$ cat config.mk
export PLATFORM = sky130hd
export DESIGN_NAME = lane_mask_stack
export DESIGN_NICKNAME = d
export VERILOG_FILES = /design/src/rtl/lms_pkg.sv /design/src/rtl/lms_stack.sv /design/src/rtl/lms_mask_unit.sv /design/src/rtl/lms_term_seq.sv /design/src/rtl/lane_mask_stack.sv
export SDC_FILE = /design/constraint.sdc
export NUM_CORES = 1
export LEC_CHECK = 0
export BUFFER_PORTS_ARGS = -buffer_cell sky130_fd_sc_hd__buf_2
export CORE_UTILIZATION = 40
export DETAILED_ROUTE_END_ITERATION = 16
export SLEW_MARGIN = 20
export SYNTH_ARGS = -nofsm -noshare
export SYNTH_HDL_FRONTEND = slang
export SYNTH_HIERARCHICAL = 1
export SYNTH_SLANG_ARGS = --single-unit
$ cat constraint.sdc
create_clock -name clk -period 5.39 [get_ports clk]
set_input_delay 0.2695 -clock clk [delete_from_list [all_inputs] [get_ports clk]]
set_output_delay 0.2695 -clock clk [all_outputs]
set_load 0.02 [all_outputs]
$ cat src/rtl/lms_pkg.sv
package lms_pkg;
  typedef enum logic [1:0] {
    OP_LOAD  = 2'd0,
    OP_IF    = 2'd1,
    OP_ELSE  = 2'd2,
    OP_ENDIF = 2'd3
  } lms_op_e;

  localparam int unsigned TGT_W = 6;
  localparam logic [TGT_W-1:0] NULL_TARGET = 6'h09;
endpackage

$ cat src/rtl/lms_stack.sv
module lms_stack #(
  parameter int unsigned W     = 64,
  parameter int unsigned DEPTH = 8,
  localparam int unsigned CW   = $clog2(DEPTH + 1)
) (
  input  logic          clk,
  input  logic          rst_n,
  input  logic          push,
  input  logic          pop,
  input  logic          wr_top,
  input  logic [W-1:0]  push_word,
  input  logic [W-1:0]  top_word_in,
  output logic [W-1:0]  top_word,
  output logic [CW-1:0] depth,
  output logic          full,
  output logic          empty
);
  logic [W-1:0]  mem [DEPTH];
  logic [CW-1:0] cnt_q;

  assign depth = cnt_q;
  assign full  = (cnt_q == CW'(DEPTH));
  assign empty = (cnt_q == '0);

  for (genvar g = 0; g < DEPTH; g++) begin : g_slot
    always_ff @(posedge clk or negedge rst_n) begin
      if (!rst_n) begin
        mem[g] <= '0;
      end else if (push && cnt_q == CW'(g)) begin
        mem[g] <= push_word;
      end else if (wr_top && cnt_q == CW'(g + 1)) begin
        mem[g] <= top_word_in;
      end
    end
  end

  always_comb begin
    top_word = '0;
    for (int i = 0; i < DEPTH; i++) begin
      if (cnt_q == CW'(i + 1)) top_word = mem[i];
    end
  end

  always_ff @(posedge clk or negedge rst_n) begin
    if (!rst_n) begin
      cnt_q <= '0;
    end else if (push) begin
      cnt_q <= cnt_q + CW'(1);
    end else if (pop) begin
      cnt_q <= cnt_q - CW'(1);
    end
  end
endmodule

$ cat src/rtl/lms_mask_unit.sv
module lms_mask_unit #(
  parameter int unsigned W = 64
) (
  input  lms_pkg::lms_op_e op,
  input  logic [W-1:0]     cond,
  input  logic [W-1:0]     cur_exec,
  input  logic [W-1:0]     top_word,
  output logic [W-1:0]     nxt_exec,
  output logic [W-1:0]     push_word,
  output logic [W-1:0]     merged_top
);
  import lms_pkg::*;

  function automatic logic [W-1:0] taken_lanes(logic [W-1:0] e, logic [W-1:0] c);
    return e & c;
  endfunction

  function automatic logic [W-1:0] parked_lanes(logic [W-1:0] e_old, logic [W-1:0] e_new);
    return e_old ^ e_new;
  endfunction

  function automatic logic [W-1:0] full_region(logic [W-1:0] e, logic [W-1:0] t);
    return e | t;
  endfunction

  function automatic logic [W-1:0] other_path(logic [W-1:0] e, logic [W-1:0] t);
    return (e | t) ^ e;
  endfunction

  logic [W-1:0] if_exec;

  assign if_exec    = taken_lanes(cur_exec, cond);
  assign push_word  = parked_lanes(cur_exec, if_exec);
  assign merged_top = full_region(cur_exec, top_word);

  always_comb begin
    unique case (op)
      OP_LOAD:  nxt_exec = cond;
      OP_IF:    nxt_exec = if_exec;
      OP_ELSE:  nxt_exec = other_path(cur_exec, top_word);
      OP_ENDIF: nxt_exec = cur_exec | top_word;
      default:  nxt_exec = cur_exec;
    endcase
  end
endmodule

$ cat src/rtl/lms_term_seq.sv
module lms_term_seq (
  input  logic clk,
  input  logic rst_n,
  input  logic fire,
  output logic export_req,
  output logic terminate_req
);
  logic exp_q, term_q;

  always_ff @(posedge clk or negedge rst_n) begin
    if (!rst_n) begin
      exp_q  <= 1'b0;
      term_q <= 1'b0;
    end else begin
      exp_q  <= fire;
      term_q <= exp_q;
    end
  end

  assign export_req    = exp_q;
  assign terminate_req = term_q;
endmodule

$ cat src/rtl/lane_mask_stack.sv
module lane_mask_stack #(
  parameter int unsigned LANES = 64,
  parameter int unsigned DEPTH = 8
) (
  input  logic                      clk,
  input  logic                      rst_n,
  input  logic                      cmd_valid,
  input  logic [1:0]                cmd_op,
  input  logic [LANES-1:0]          cmd_cond,
  input  logic                      pixel_mode,
  output logic [LANES-1:0]          exec_mask,
  output logic                      skip_region,
  output logic                      export_req,
  output logic [lms_pkg::TGT_W-1:0] export_target,
  output logic                      terminate_req,
  output logic                      overflow_err,
  output logic                      underflow_err
);
  import lms_pkg::*;
  localparam int unsigned CW = $clog2(DEPTH + 1);

  lms_op_e         op;
  logic [LANES-1:0] exec_q, mu_exec, mu_push, mu_merged, top_word;
  logic [CW-1:0]   depth;
  logic            full, empty;
  logic            skip_q, ovf_q, unf_q;

  // named internal events
  logic ev_load, ev_push, ev_else, ev_pop, ev_ovf, ev_unf, ev_upd, ev_fire;

  assign op      = lms_op_e'(cmd_op);
  assign ev_load = cmd_valid && op == OP_LOAD;
  assign ev_push = cmd_valid && op == OP_IF && !full;
  assign ev_ovf  = cmd_valid && op == OP_IF && full;
  assign ev_else = cmd_valid && op == OP_ELSE && !empty;
  assign ev_pop  = cmd_valid && op == OP_ENDIF && !empty;
  assign ev_unf  = cmd_valid && (op == OP_ELSE || op == OP_ENDIF) && empty;
  assign ev_upd  = ev_load || ev_push || ev_else || ev_pop;
  assign ev_fire = ev_pop && pixel_mode && depth == CW'(1) && mu_exec == '0;

  lms_mask_unit #(.W(LANES)) mask_i (
    .op         (op),
    .cond       (cmd_cond),
    .cur_exec   (exec_q),
    .top_word   (top_word),
    .nxt_exec   (mu_exec),
    .push_word  (mu_push),
    .merged_top (mu_merged)
  );

  lms_stack #(.W(LANES), .DEPTH(DEPTH)) stack_i (
    .clk         (clk),
    .rst_n       (rst_n),
    .push        (ev_push),
    .pop         (ev_pop),
    .wr_top      (ev_else),
    .push_word   (mu_push),
    .top_word_in (mu_merged),
    .top_word    (top_word),
    .depth       (depth),
    .full        (full),
    .empty       (empty)
  );

  lms_term_seq term_i (
    .clk           (clk),
    .rst_n         (rst_n),
    .fire          (ev_fire),
    .export_req    (export_req),
    .terminate_req (terminate_req)
  );

  always_ff @(posedge clk or negedge rst_n) begin
    if (!rst_n) begin
      exec_q <= '1;
      skip_q <= 1'b0;
      ovf_q  <= 1'b0;
      unf_q  <= 1'b0;
    end else begin
      if (ev_upd) begin
        exec_q <= mu_exec;
        skip_q <= (mu_exec == '0);
      end
      if (ev_ovf) ovf_q <= 1'b1;
      if (ev_unf) unf_q <= 1'b1;
    end
  end

  assign exec_mask     = exec_q;
  assign skip_region   = skip_q;
  assign overflow_err  = ovf_q;
  assign underflow_err = unf_q;
  assign export_target = NULL_TARGET;
endmodule

; After elaboration in Yosys (flattened, before gate mapping)
; Index checks and enable logic that the tools add are counted.
[op_classes]
n_addsub = 2
eq_ne = 11
muxes = 27
bitwise_logic = 4
reduce_logical = 47
[op_table]
columns = op, count
row1 = 64-bit two-way mux, 24
row2 = 64-bit case mux with 4 select lines, 1
row3 = 64-bit bitwise XOR, 2
row4 = 64-bit AND, 1
row5 = 64-bit zero test, 1
row6 = 64-bit OR, 1
row7 = 1-bit logical AND, 29
row8 = 2-bit nonzero test, 9
row9 = 4-bit by 3-bit == test with 1-bit output (second input constant), 4
row10 = 4-bit by 2-bit == test with 1-bit output (second input constant), 2
row11 = 4-bit two-way mux, 2
row12 = 4-bit by 1-bit adder with 4-bit output (second input constant), 1
row13 = 2-bit == test (second input constant), 2
row14 = 4-bit by 1-bit == test with 1-bit output (second input constant), 1
row15 = 4-bit == test (second input constant), 1
row16 = 4-bit zero test, 1
row17 = 1-bit logical OR, 4
row18 = 4-bit by 1-bit subtractor with 4-bit output (second input constant), 1
row19 = 2-bit by 1-bit == test with 1-bit output (second input constant), 1
row20 = 1-bit zero test, 2
row21 = 2-bit zero test, 1
[totals]
reg_bits = 585
input_bits = 70
out_inout_bits = 75
word_cells = 106

; Longest topological paths before layout
; Gate-level depths: netlist (run 1).
[depth]
ltp_word = 14
mapped_depth = 16
mapped_depth_nobuf = 13

; Cells and area by module
; The synthesis (run 1) kept the hierarchy.
[by_module_without_submodules]
columns = mod, instances, cells_per_inst, area_per_inst_um2, seq_area_each_um2
row1 = lms_stack, 1, 3101, 29305.6, 12912.4
row2 = lane_mask_stack, 1, 181, 3032.9, 1756.7
row3 = lms_mask_unit, 1, 413, 2882.8, 0.0
row4 = lms_term_seq, 1, 2, 50.0, 50.0

; Worst setup path before layout (run 1)
; OpenSTA, ideal clock, no wires.
[synth_timing]
kind = register to register
start = register stack_i.cnt_q[0] (netlist: stack_i/depth[0])
end = register term_i.exp_q (netlist: term_i/export_req)
setup_ns = 0.067
arrival_ns = 2.791
required_time_ns = 5.323
slack_ns = 2.532
path_stages_with_launch = 15
n_path_buf = 3
period_less_slack_ns = 2.858
cell_sequence = dfrtp_1 inv_1 ha_1 buf_2 buf_2 clkbuf_1 a211o_1 o221ai_1 a31oi_1 nand2_1 o221ai_2 nor4_1 nand4_1 nor4_1 and4_2
[synth_via]
elab_chain_len = 14
word_cells_on_any_way = 26
classes_between = eq/ne (8) / mux (9) / bitwise (2) / reduce/logical (7)
[synth_rtl]
columns = item, line_no
row1 = "start, declared", lms_stack.sv:19  ; logic [CW-1:0] cnt_q;
row2 = "start signal, assigned", lms_stack.sv:48  ; cnt_q <= cnt_q + CW'(1);
row3 = "start signal, assigned", lms_stack.sv:50  ; cnt_q <= cnt_q - CW'(1);
row4 = 4-bit by 1-bit == test with 1-bit output, lms_stack.sv:40  ; if (cnt_q == CW'(i + 1)) top_word = mem[i];
row5 = 64-bit two-way mux (7 in a row), lms_stack.sv:40
row6 = 64-bit two-way mux (*), lms_stack.sv:40
row7 = net top_word[30], lane_mask_stack.sv:23  ; logic [LANES-1:0] exec_q, mu_exec, mu_push, mu_merged, top_word;
row8 = 64-bit OR (*), "lms_mask_unit.sv:27, lms_mask_unit.sv:41"
row9 = 64-bit bitwise XOR, lms_mask_unit.sv:27  ; return (e | t) ^ e;
row10 = 64-bit case mux with 4 select lines (*), lms_mask_unit.sv:37  ; unique case (op)
row11 = net mu_exec[30], lane_mask_stack.sv:23
row12 = 64-bit zero test (*), lane_mask_stack.sv:39  ; assign ev_fire = ev_pop && pixel_mode && depth == CW'(1) && mu_exec == '0;
row13 = 1-bit logical AND (*), lane_mask_stack.sv:39
row14 = net ev_fire, lane_mask_stack.sv:29  ; logic ev_load, ev_push, ev_else, ev_pop, ev_ovf, ev_unf, ev_upd, ev_fire;
row15 = "end signal, assigned", lms_term_seq.sv:15  ; exp_q <= fire;
row16 = "end, declared", lms_term_seq.sv:8  ; logic exp_q, term_q;
; The timed path passes the listed nets; every way through them passes the cells marked *.
; A chain may end at the register's enable or synchronous reset.

; Worst setup path after layout (run 1)
; Ends and elaborated chain as after synthesis.

==> results.txt, run 1 <==
----------------------------------------------------
[Outcome]
  Result of the run ... complete, no violations

[STA]
  Final Slew Violations ... 0
  Final worst-path cycle share ... 86.9%
  RSZ-0062 raised after global routing ... no
  Final hold violation count ... 0
  Max-slew headroom at the worst pin ... 19.8%
  Sum Neg Setup Slack ... 0 ns
  Worst hold-check slack ... 0.0413 ns
  Maximum clock skew at final layout ... 0.0340 ns
  Post-layout min period ... 4.68 ns
  Final setup vio count ... 0
  Fmax achieved ... 214 MHz
  Slew at the pin closest to its max-slew limit ... 1.19 ns

[Finish]
  Total area of multi-input combinational cells ... 17800 um2
  # nets final ... roughly 3.6k
  Fill cells ... 8447
  Final cell utilization of the core ... 44.2%
  P&R area growth vs syn ... 8.99%
  Layout cells sized above 1 ... 16.6%
  Storage element area ... around 15000 um2

[Detailed routing]
  Routed vias/inst ... 6.23
  Final routed DRC violation total ... 0
  Per-cell routed wire length ... 26.4 um
  Number of iterations in the first detailed-routing pass ... 6
  Count of vias placed by the detailed router ... about 30k
  Antenna viol nets, final ... 0
  Initial detailed-routing violation count ... 3420
  Total wire length ... 126000 um

[Synthesis]
  Syn Std Cell Area ... approximately 35000 um2
  Synth cell types ... between 50 and 60
  Library cell occupying the most area in the post-synthesis netlist ... sky130_fd_sc_hd__dfrtp_1
  Leading post-synthesis cells by cell area ... sky130_fd_sc_hd__dfrtp_1 (37%), sky130_fd_sc_hd__mux2i_1 (11%), sky130_fd_sc_hd__dfstp_2 (4.8%)
  Top-area cell type share of the netlist area ... between 30 and 40%
  Sequential fraction of the synthesis area ... 41.7%
  Most frequently used cell type in the post-synthesis netlist ... sky130_fd_sc_hd__dfrtp_1
  Ranking of synthesized cells by instance count ... sky130_fd_sc_hd__dfrtp_1 (521), sky130_fd_sc_hd__mux2i_1 (384), sky130_fd_sc_hd__nand2_1 (308)
  EDFF count, synth ... 0
  Post-synthesis sequential element count ... 585
  Share of synthesized flip-flops with an asynchronous set or reset ... 100%
  Predominant post-synthesis flop cell ... sky130_fd_sc_hd__dfrtp_1
  Synth Warn # ... 6
  Post-synthesis cell count ... 3697
  Post-synthesis average cell area ... 9.54 um2

[Clock network]
  Post-CTS clock slew at the launch and capture registers of the worst setup and hold paths ... 0.06 ns
  TritonCTS clock tree ... done
  Sinks on the clock net ... 585
  Cell chosen for the clock root ... sky130_fd_sc_hd__clkbuf_16
  Clock buffer count from CTS ... 70
  Clock latency at the later pin of the worst-skew pair ... 0.64 ns
  Cells resized by post-CTS repair ... 0
  # hold bufs at CTS ... 2
  Maximum root-to-sink buffer count ... 3
  Post-CTS setup buffers ... 0
  CTS H-Tree Depth ... 3

[Placed design]
  Count of input and output buffers ... between 100 and 150
  RD Place Congestion ... between 0.8 and 0.9
  Detailed-placement wirelength estimate ... 68700 um

[Worst setup path]
  CP Launch Type ... flip-flop
  Register-to-register setup slack ... 0.71 ns
  Data arrival time of the worst path ... 5.23 ns
  Launch instance of the worst register-to-register path ... stack_i/depth[0]
  Slowest library cell on the worst path ... sky130_fd_sc_hd__nor4_1
  Buffering stage count on the worst path with inverters included ... 3
  Crit. path cell count ... 13
  Peak fanout along the critical path ... 35
  Ordered cell list for the critical path ... inv_1 -> ha_4 -> nand2_4 -> buf_4 -> buf_4 -> o32ai_1 -> a31oi_1 -> nand2_1 -> o221ai_2 -> nor4_1 -> nand4_1 -> nor4_1 -> and4_2
  Category of the critical setup timing path ... flip-flop to flip-flop
  Endpoint type of the worst setup path ... flip-flop
  Worst EP required ... ~5.9 ns
  Family of cells with the greatest summed delay on the critical path ... simple AND/OR/NAND/NOR gates
  Worst reg2reg path endpoint ... term_i/export_req
  Stage delay of the slowest cell on the critical path ... 0.84 ns
  Cells on worst reg2reg path ... 13

[Global route]
  Gr usage total ... roughly 28%
  Maximum number of pins on one net before global-route repair ... 142
  Vias in the first global route ... 28.7k
  Antenna violations before repair ... 6
  Wire length of the first global-routing pass ... 190000 um
  GRT Residual Overflow ... 0

[Min path]
  Classification of the worst-slack hold path ... input port to flip-flop
  Hold endpoint ... underflow_err
  HP Start ... cmd_valid
  Worst Hold Depth ... 2

[Floorplanning]
  Area inside the core boundary ... 87000 um2
  Row Count ... 108
  Total die area ... 89400 um2
  Horizontal extent of the die ... 299 um
  Die height ... between 200 and 300 um
  Starting Density ... between 40 and 50%
  I/O pins ... 145

[Power and ir drop]
  Power per cell area ... 597 nW/um2
  Leakage ... 17.8 nW
  Max VDD drop ... 376 uV

[Run]
  Count of max-cap constraint violations ... 0

----------------------------------------------------
[registers in the layout (all words and copies together) (netlist names)]
signal                cells
exec_mask                64
overflow_err              1
skip_region               1
stack_i/depth             4
stack_i/mem             512
term_i/export_req         1
term_i/terminate_req      1
underflow_err             1
[where the power goes]
group          switching [mW]  internal, mW
combinational            6.47          4.03
clock                    1.98          2.71
sequential               1.40          6.38
[routing by layer]
layer | part of all wire [%] | vias to the layer above | GRT usage [%]
li1 | - | 13118 | -
met1 | 43 | 14802 | 39.0
met2 | 45 | 1554 | 43.7
met3 | 8.6 | 273 | 4.36
met4 | 3.1 | 0 | 8.33
met5 | 0 | - | 0
[metrics by stage]
step	cells	power (mW)	setup slack, ns	area (um2)
floorplan	3701	14.9	2.53	35300
global placement	4639	18.0	0.920	36200
detailed placement	4639	18.1	0.909	36200
CTS	4769	22.9	0.896	38400
global route	4769	24.2	0.537	38400
finish	4771	23.0	0.708	38400
[worst reg2reg max path: stages (launching register included)]
cell                       delay (ns)
sky130_fd_sc_hd__dfrtp_1         0.50
sky130_fd_sc_hd__inv_1           0.24
sky130_fd_sc_hd__ha_4            0.51
sky130_fd_sc_hd__nand2_4         0.08
sky130_fd_sc_hd__buf_4           0.33
sky130_fd_sc_hd__buf_4           0.43
sky130_fd_sc_hd__o32ai_1         0.39
sky130_fd_sc_hd__a31oi_1         0.11
sky130_fd_sc_hd__nand2_1         0.12
sky130_fd_sc_hd__o221ai_2        0.13
sky130_fd_sc_hd__nor4_1          0.84
sky130_fd_sc_hd__nand4_1         0.26
sky130_fd_sc_hd__nor4_1          0.40
sky130_fd_sc_hd__and4_2          0.26
[cells in the final DEF, fill, tap and decap left out, types with 66 or more instances in the layout]
cell type,Yosys,final
sky130_fd_sc_hd__a21oi_1,279,279
sky130_fd_sc_hd__dfrtp_1,521,520
sky130_fd_sc_hd__a221o_1,107,107
sky130_fd_sc_hd__mux2i_1,384,384
sky130_fd_sc_hd__nor2b_1,67,66
sky130_fd_sc_hd__clkbuf_16,0,71
sky130_fd_sc_hd__inv_1,153,153
sky130_fd_sc_hd__nor2_1,217,217
sky130_fd_sc_hd__o221ai_1,66,66
sky130_fd_sc_hd__nand2_1,308,308
sky130_fd_sc_hd__buf_2,123,135
sky130_fd_sc_hd__o21ai_0,195,195
[layout make-up]
| type | instances | area share (%) |
|---|---|---|
| antenna | 2 | 0.0130 |
| clock buffer | 113 | 5.32 |
| clock inverter | 15 | 0.482 |
| inverter | 154 | 1.51 |
| multi-input combinational | 2524 | 46.4 |
| sequential | 585 | 38.3 |
| tap | 1155 | 3.76 |
| timing repair buffer | 223 | 4.23 |
[logic make-up (layout without fill, tap and decap cells)]
kind of cell    count (synthesis)  count (layout)  share of synthesized area, %
compound gates               1052            1052                          21.4
simple gates                 1009            1009                          14.9
buf+inv                       592             505                          8.20
flops                         585             585                          41.7
mux                           449             449                          13.5
fa+ha+maj                       5               5                         0.177
xor+xnor                        3               3                        0.0745
other cells                     2               8                        0.0213
[how the worst max path moves through the flow]
| stage | start | endpoint | slack, ns |
|---|---|---|---|
| 2_1_floorplan | stack_i/depth[0] | term_i/export_req | 2.53 |
| 3_3_place_gp | stack_i/depth[1] | term_i/export_req | 0.92 |
| 3_5_place_dp | stack_i/depth[1] | term_i/export_req | 0.91 |
| 4_1_cts | stack_i/depth[1] | term_i/export_req | 0.90 |
| 5_1_grt | stack_i/depth[1] | term_i/export_req | 0.54 |
| 6_report | stack_i/depth[0] | term_i/export_req | 0.71 |
Power figures use the tool's default switching activity.
==> inputs of run 2 (changes only) <==
==> constraint.sdc (replaced) <==
create_clock -name clk -period 5.39 [get_ports clk]
set_input_delay 1.078 -clock clk [delete_from_list [all_inputs] [get_ports clk]]
set_output_delay 1.078 -clock clk [all_outputs]
set_load 0.02 [all_outputs]
==> run 2 against run 1 <==
Against the previous run:
- via count decreased by 0.29%
- highest routed layer unchanged
- global-route usage about the same
- utilization increased by 0.24 points
==> results.txt, run 2 (synthesis gave the netlist of run 1 again) <==
----------------------------------------------------
[Worst setup path]
  Launch instance of the worst register-to-register path ... stack_i/depth[0]
  Endpoint type of the worst setup path ... flip-flop
  Worst EP required ... approximately 6.0 ns
  Data arrival time of the worst path ... 5.45 ns
  Category of the critical setup timing path ... flip-flop to flip-flop
  Worst reg2reg path endpoint ... term_i/export_req
  Peak fanout along the critical path ... between 50 and 60
  CP Launch Type ... flip-flop
  Cells on worst reg2reg path ... 12
  Register-to-register setup slack ... 0.50 ns

[Detailed routing]
  Total wire length ... 126000 um
  Initial detailed-routing violation count ... about 3k
  Final routed DRC violation total ... 0
  Routed vias/inst ... slightly above 6
  Per-cell routed wire length ... ~26 um
  Antenna viol nets, final ... 0
  Count of vias placed by the detailed router ... ~30k
  Number of iterations in the first detailed-routing pass ... 6

[Clock network]
  Clock buffer count from CTS ... 70
  TritonCTS clock tree ... done
  Cell chosen for the clock root ... sky130_fd_sc_hd__clkbuf_16
  Maximum root-to-sink buffer count ... 3
  Clock latency at the later pin of the worst-skew pair ... 0.65 ns
  Post-CTS setup buffers ... 0
  Sinks on the clock net ... 585
  Post-CTS clock slew at the launch and capture registers of the worst setup and hold paths ... 0.06 ns
  Cells resized by post-CTS repair ... 0
  # hold bufs at CTS ... 0
  CTS H-Tree Depth ... 3

[Power and ir drop]
  Max VDD drop ... around 330 uV
  Leakage ... 17.9 nW
  Power per cell area ... ~600 nW/um2
  Total power consumption of the routed design ... roughly 23 mW

[Min path]
  Worst Hold Depth ... 1
  HP Start ... overflow_err
  Hold endpoint ... overflow_err
  Classification of the worst-slack hold path ... flip-flop to flip-flop

[Placed design]
  RD Place Congestion ... 0.794
  Placed Cells incl. Taps ... 4645
  Count of input and output buffers ... 138
  Detailed-placement wirelength estimate ... between 70000 and 80000 um
  Worst slack after detailed placement ... 0.678 ns

[Global route]
  Wire length of the first global-routing pass ... 190000 um
  Vias in the first global route ... approximately 29k
  GRT Residual Overflow ... 0
  Maximum number of pins on one net before global-route repair ... 129
  Antenna violations before repair ... 3
  Gr usage total ... between 20 and 30%

[Finish]
  P&R area growth vs syn ... 9.58%
  # nets final ... 3637
  Layout cells sized above 1 ... 17.2%
  Count of non-filler cells in the finished layout ... 4775
  Leading cell type in the layout, fill and taps excluded ... sky130_fd_sc_hd__dfrtp_1
  Max reg flops ... 512
  Top library cells by usage in the layout, fill and taps aside ... sky130_fd_sc_hd__dfrtp_1 (520), sky130_fd_sc_hd__mux2i_1 (384), sky130_fd_sc_hd__nand2_1 (308)
  Most flop-heavy register ... stack_i/mem

[Run]
  Count of max-cap constraint violations ... 0

[Floorplanning]
  I/O pins ... 145
  Total die area ... 89400 um2
  Horizontal extent of the die ... 299 um
  Row Count ... 108
  Die height ... 299 um
  Starting Density ... slightly above 40%
  Area inside the core boundary ... 87000 um2

[STA]
  Final worst-path cycle share ... 90.7%
  RSZ-0062 raised after global routing ... no
  Max-slew headroom at the worst pin ... a little under 30%
  Final setup vio count ... 0
  Maximum clock skew at final layout ... 0.0362 ns
  Post-layout min period ... 4.89 ns
  Sum Neg Setup Slack ... 0 ns
  Final hold violation count ... 0
  Final Slew Violations ... 0
  Slack of the critical path ... 0.503 ns
  Slew at the pin closest to its max-slew limit ... 1.06 ns
  Fmax achieved ... 205 MHz

[Outcome]
  Result of the run ... complete, no violations

----------------------------------------------------
run 2: changes by cell type in the layout (fill, tap and decap cells not counted), moves of 2 or more:
cell / delta
sky130_fd_sc_hd__inv_6: +2
sky130_fd_sc_hd__clkbuf_1: -15
sky130_fd_sc_hd__buf_4: +4
sky130_fd_sc_hd__clkinv_2: +4
sky130_fd_sc_hd__clkbuf_8: +3
sky130_fd_sc_hd__clkinvlp_4: +4
sky130_fd_sc_hd__bufinv_16: +5
sky130_fd_sc_hd__dlygate4sd3_1: -2
sky130_fd_sc_hd__buf_12: +2
run 2: stage by stage:
stage / area, um2 / util, % / hold slack (ns)
3_5_place_dp: 36300 / 41.7 / 0.458
4_1_cts: 38600 / 44.4 / 0.476
2_1_floorplan: 35300 / - / 0.458
3_3_place_gp: 36300 / 41.7 / 0.462
5_1_grt: 38700 / 44.4 / 0.492
6_report: 38700 / 44.4 / 0.474
run 2: worst max path at each step:
| stage | end | slack (ns) | start |
|---|---|---|---|
| finish | term_i/export_req | 0.50 | stack_i/depth[0] |
| global route | term_i/export_req | 0.39 | stack_i/depth[0] |
| CTS | term_i/export_req | 0.67 | stack_i/depth[0] |
| detailed placement | term_i/export_req | 0.68 | stack_i/depth[0] |
| global placement | term_i/export_req | 0.72 | stack_i/depth[0] |
| floorplan | term_i/export_req | 2.53 | stack_i/depth[0] |
run 2: area by class of cell:
| type | instances | area (um2) |
|---|---|---|
| antenna | 1 | 2.50 |
| sequential | 585 | 14700 |
| clock buffer | 100 | 2000 |
| tap | 1155 | 1450 |
| clock inverter | 29 | 387 |
| inverter | 154 | 581 |
| timing repair buffer | 227 | 1680 |
| fill | 8385 | 48400 |
| multi-input combinational | 2524 | 17800 |
run 2: where the power goes:
group	total, mW	switching, mW	internal [mW]	leakage (nW)
combinational	10.5	6.43	4.03	9.30
sequential	7.81	1.43	6.38	7.41
clock	5.01	2.06	2.95	1.17
total	23.3	9.92	13.4	17.9
run 2: routing by layer:
metal | vias to the layer above | wire length [um] | global-route usage [%]
met4 | 0 | 3720 | 8.88
met2 | 1459 | 57600 | 43.8
met1 | 14798 | 53800 | 38.5
met3 | 268 | 10600 | 4.65
li1 | 13136 | - | -
met5 | - | 0 | 0
run 2: critical path: stages (launching register included):
cell                       delay, ns
sky130_fd_sc_hd__dfrtp_1        0.50
sky130_fd_sc_hd__inv_1          0.24
sky130_fd_sc_hd__ha_4           0.66
sky130_fd_sc_hd__nand2b_4       0.40
sky130_fd_sc_hd__buf_4          0.51
sky130_fd_sc_hd__o221ai_1       0.32
sky130_fd_sc_hd__a31oi_1        0.13
sky130_fd_sc_hd__nand2_1        0.10
sky130_fd_sc_hd__o221ai_2       0.12
sky130_fd_sc_hd__nor4_1         0.72
sky130_fd_sc_hd__nand4_1        0.40
sky130_fd_sc_hd__nor4_1         0.41
sky130_fd_sc_hd__and4_2         0.26
